==> config.mk <==
export PLATFORM = sky130hd
export DESIGN_NAME = plru4_repl
export DESIGN_NICKNAME = d
export VERILOG_FILES = /design/src/rtl/plru_pkg.sv /design/src/rtl/plru_tree_next.sv /design/src/rtl/plru_tree_pick.sv /design/src/rtl/plru_tree_store.sv /design/src/rtl/plru4_repl.sv
export SDC_FILE = /design/constraint.sdc
export NUM_CORES = 1
export LEC_CHECK = 0
export ABC_AREA = 0
export BUFFER_PORTS_ARGS = -buffer_cell sky130_fd_sc_hd__buf_2
export CAP_MARGIN = 10
export CORE_ASPECT_RATIO = 0.7
export CORE_UTILIZATION = 50
export CTS_BUF_LIST = sky130_fd_sc_hd__clkbuf_8
export DETAILED_ROUTE_END_ITERATION = 6
export PLACE_DENSITY = 0.66
export SETUP_SLACK_MARGIN = 0.5
export SLEW_MARGIN = 20
export SYNTH_ARGS = -nofsm -noshare
export SYNTH_HDL_FRONTEND = slang
export SYNTH_SLANG_ARGS = --single-unit
==> constraint.sdc <==
create_clock -name clk -period 3.28 [get_ports clk]
set_input_delay 0.656 -clock clk [delete_from_list [all_inputs] [get_ports clk]]
set_output_delay 0.656 -clock clk [all_outputs]
set_load 0.02 [all_outputs]
==> src/rtl/plru_pkg.sv <==
package plru_pkg;
  localparam int WAYS  = 4;
  localparam int WAY_W = $clog2(WAYS);

  typedef logic [WAY_W-1:0] way_t;

  // root picks the pair, left picks within ways 0/1, right within ways 2/3
  typedef struct packed {
    logic right;
    logic left;
    logic root;
  } tree_t;
endpackage

==> src/rtl/plru_tree_next.sv <==
module plru_tree_next
  import plru_pkg::*;
(
  input  tree_t cur,
  input  way_t  way,
  output tree_t nxt
);
  always_comb begin
    nxt = cur;
    unique case (way)
      2'd0: begin nxt.left  = 1'b1; nxt.root = 1'b1; end
      2'd1: begin nxt.left  = 1'b0; nxt.root = 1'b1; end
      2'd2: begin nxt.right = 1'b1; nxt.root = 1'b0; end
      default: begin nxt.right = 1'b0; nxt.root = 1'b0; end
    endcase
  end
endmodule

==> src/rtl/plru_tree_pick.sv <==
module plru_tree_pick
  import plru_pkg::*;
(
  input  tree_t cur,
  output way_t  victim
);
  always_comb begin
    if (!cur.root) victim = cur.left  ? 2'd1 : 2'd0;
    else           victim = cur.right ? 2'd3 : 2'd2;
  end
endmodule

==> src/rtl/plru_tree_store.sv <==
module plru_tree_store
  import plru_pkg::*;
#(
  parameter int NUM_SETS = 64,
  localparam int SET_W = $clog2(NUM_SETS)
) (
  input  logic             clk,
  input  logic             rst,
  input  logic             wr_en,
  input  logic [SET_W-1:0] wr_set,
  input  tree_t            wr_data,
  input  logic [SET_W-1:0] rd_a_set,
  output tree_t            rd_a_data,
  input  logic [SET_W-1:0] rd_b_set,
  output tree_t            rd_b_data
);
  tree_t arr [NUM_SETS];
  logic  rst_d;
  logic  armed;

  always_ff @(posedge clk) begin
    if (rst) begin
      for (int s = 0; s < NUM_SETS; s++) arr[s] <= '0;
    end else if (wr_en) begin
      arr[wr_set] <= wr_data;
    end
  end

  assign rd_a_data = arr[rd_a_set];
  assign rd_b_data = arr[rd_b_set];

  always_ff @(posedge clk) begin
    rst_d <= rst;
    armed <= !rst;
  end

  // the first edge out of reset sees cleared sets at both ends
  always_ff @(posedge clk) begin
    if (!rst && rst_d) begin
      a_r1_reset_clear: assert (arr[0] == '0 && arr[NUM_SETS-1] == '0)
        else $error("a_r1_reset_clear");
    end
  end

  // a write to another set leaves set 0 alone
  a_r6_other_sets_hold: assert property (@(posedge clk) disable iff (rst)
    (armed && wr_en && wr_set != '0) |=> $stable(arr[0]));

  // no write strobe, no change
  a_r7_idle_hold: assert property (@(posedge clk) disable iff (rst)
    (armed && !wr_en) |=> $stable(arr[NUM_SETS-1]));
endmodule

==> src/rtl/plru4_repl.sv <==
module plru4_repl
  import plru_pkg::*;
#(
  parameter int NUM_SETS = 64,
  localparam int SET_W = $clog2(NUM_SETS)
) (
  input  logic             clk,
  input  logic             rst,
  input  logic             upd_en,
  input  logic [SET_W-1:0] upd_set,
  input  logic [1:0]       upd_way,
  input  logic [SET_W-1:0] qry_set,
  output logic [1:0]       victim_way
);
  tree_t upd_cur, upd_nxt, qry_cur;
  way_t  pick;
  logic  armed;

  plru_tree_store #(.NUM_SETS(NUM_SETS)) u_store (
    .clk(clk), .rst(rst),
    .wr_en(upd_en), .wr_set(upd_set), .wr_data(upd_nxt),
    .rd_a_set(upd_set), .rd_a_data(upd_cur),
    .rd_b_set(qry_set), .rd_b_data(qry_cur)
  );

  plru_tree_next u_next (.cur(upd_cur), .way(upd_way), .nxt(upd_nxt));
  plru_tree_pick u_pick (.cur(qry_cur), .victim(pick));

  assign victim_way = pick;

  always_ff @(posedge clk) armed <= !rst;

  // after a way-0 update the same set points at the right pair
  a_r2_after_a: assert property (@(posedge clk) disable iff (rst)
    (armed && $past(upd_en) && $past(upd_way) == 2'd0 && qry_set == $past(upd_set))
      |-> victim_way[1]);

  // after a way-1 update the same set points at the right pair
  a_r3_after_b: assert property (@(posedge clk) disable iff (rst)
    (armed && $past(upd_en) && $past(upd_way) == 2'd1 && qry_set == $past(upd_set))
      |-> victim_way[1]);

  // after a way-2/3 update the same set points at the left pair
  a_r4_after_cd: assert property (@(posedge clk) disable iff (rst)
    (armed && $past(upd_en) && $past(upd_way[1]) && qry_set == $past(upd_set))
      |-> !victim_way[1]);

  // the way just touched is never the next victim of its set
  a_r9_not_recent: assert property (@(posedge clk) disable iff (rst)
    (armed && $past(upd_en) && qry_set == $past(upd_set))
      |-> victim_way != $past(upd_way));
endmodule

==> impl_metrics.toml <==
[die]
fp-row-count = 43
coreArea_um2 = 19850
die-area_um2 = 20900
initial_core_util = 0.5117
io_pins = 19
die_width_um = 172.4
fp.dieH_um = 121.3

[timing]
fin_crit_ns = 3.344
rsz0062_at_grt = "yes"
max_slew_margin = 0.4002
clock.fmax_mhz = 299.1
drv_slew = 0
finalSetupViolCount = 1
final-hold-violation-count = 0
worstMarginPinSlew_ns = 0.8964
setup_ws_ns = -0.06386
min_period_over_period = 1.019

[route]
first_pass_iters = 5
via_per_inst = 6.035
wl_per_cell_um = 21.45
wirelength_mm = 24.37
drtAntennaViolNets = 0
num_vias = 6856
drt_iter0_drc = 855
drc = 0

[setup_path]
worstPathRequired_ns = 2.62
worstPathMaxFanout = 8
worstSetupPathType = "in2out"
critPathLaunchType = "input port"
arrival_ns = 2.69
critPathCaptureType = "output pin"

[yosys]
ys_async_sr_fraction = 0
seq_area_frac_synth = 0.5676
yosysWarnings = 0
synth_fp_nets = 872
synth_edf_count = 192
yosysUniqueCellTypes = 30
synth_area_um2 = 10160
synth-main-ff-cell = "edfxtp_1"
syn-mean-instance-area_um2 = 11.88
synth_cells = 855
ys_seq_elements = 192

[run_status]
violations = "negative setup slack"
status = "finished with violations"

[placed_design]
gp_congestion = 0.8337
dp_hpwl_mm = 16.31
placed_cell_area_um2 = 10620
port_buffers = 18
place_ws_ns = -0.2056

[global_route]
grt_usage = 0.2487
antenna_found_initial = 0
grt_pass1_vias = 6489
grt_overflow_total = 0
grt_max_degree = 97
grt_pass1_wl_mm = 37.34

[min_path]
hold_depth = 2
hold_path_class = "in2reg"

[power_and_ir_drop]
p_leak_nw = 3.944
ir_drop_mv = 0.2943
p_per_area_nw_per_um2 = 463.9

[layout]
largest_reg_flops = 192
final_cell_area_um2 = 11220
area_growth_pct = 10.46
regMostFlops = "u_store.arr"
n_fill_cell = 1629
final_common_cell = "nor2_1"
final_cell_mix = "201 x nor2_1, 192 x edfxtp_1, 69 x nand2_1, 66 x nand2b_1, 64 x a31o_2"
n_antenna_cell = 0
layout-drive-gt1-share = 0.3210
reg_top3 = "u_store.arr: 192 flops"
nets = 870

[clock_network]
h-tree-depth = 4
hold_buffers = 0
clkTransAtPathRegs_ns = 0.10
cts.sinks = 192
cts_tree = "done"
clockBufferDepth = 2
cts_root_buf = "clkbuf_8"
cts_buffers = 17

[flow_run]
max_cap_violations = 0
-- worst paths after layout --
check | startpoint | slack [ns] | end
min | upd_way[1] | 0.53 | u_store.arr[12][0]
max | qry_set[0] | -0.06 | victim_way[0]
-- stage by stage --
stage	TNS [ns]	total power, mW	cells	util	hold slack, ns
global placement	-0.1671	3.487	1097	0.5350	1.007
detailed placement	-0.2103	3.506	1097	0.5350	1.011
floorplan	0	3.318	855	-	1.062
global route	-0.1190	5.353	1136	0.5652	0.5175
finish	-0.06386	5.205	1136	0.5652	0.5273
CTS	-0.07239	5.212	1136	0.5650	0.5037
-- power by group --
group          internal, mW  switching (mW)  leakage (nW)
combinational         0.299           0.318          1.90
sequential             2.82          0.0552          1.82
clock                 0.782           0.935         0.219
total                  3.90            1.31          3.94
-- layout make-up --
type / count / area (um2) / share of cell area
clock buffers: 17 / 234.0 / 0.02085
clock inverters: 15 / 201.4 / 0.01795
inverters: 1 / 3.754 / 0.0003345
multi-input cells: 578 / 4071 / 0.3628
flip-flops and latches: 192 / 5766 / 0.5138
well taps: 270 / 337.8 / 0.03011
repair buffers: 63 / 606.8 / 0.05408
-- per-layer routing --
layer / GRT usage / part of all wire / vias to the layer above
li1: - / - / 3061
met1: 0.3767 / 0.46 / 3459
met2: 0.3551 / 0.45 / 313
met3: 0.05773 / 0.088 / 23
met4: 0.07135 / 0.011 / 0
met5: 0 / 0 / -
-- cells in the mapped netlist (all sizes together), types with 2 or more instances --
library cell  count  share of area
nand3b            2         0.0015
a221oi            4         0.0034
nor2            201          0.074
nand2            69          0.025
nand2b           67          0.041
o21ai             3         0.0015
mux2              2         0.0022
mux2i            26          0.026
and2              6         0.0037
nor3              5         0.0025
a22oi             2         0.0015
clkbuf           63          0.023
nor3b             4         0.0030
or2              65          0.040
mux4             49           0.11
buf              21          0.013
a31o             64          0.055
nor2b             3         0.0018
edfxtp          192           0.57
-- critical path, stage by stage --
cell and delay, ns:
buf_16 0.14, buf_12 0.15, mux4_2 0.51, mux4_2 0.49, a22oi_1 0.18, o21ai_1 0.09
mux2_4 0.31, buf_6 0.14
-- timing repair --
item,CTS,global route
setup endpoints to repair,2,2
pin swaps,2,2
gates resized for setup,14,1
setup buffers,4,0
gates cloned,3,0
-- logic make-up (layout without fill, tap and decap cells) --
group	count (synthesis)	in the layout	synth area share
and+or+nand+nor	425	425	0.1960
DFF	192	192	0.5676
buffers and inverters	85	96	0.03621
muxes	77	77	0.1365
AOI/OAI and AO/OA	76	76	0.06380
(Power assumes the default switching activity.)
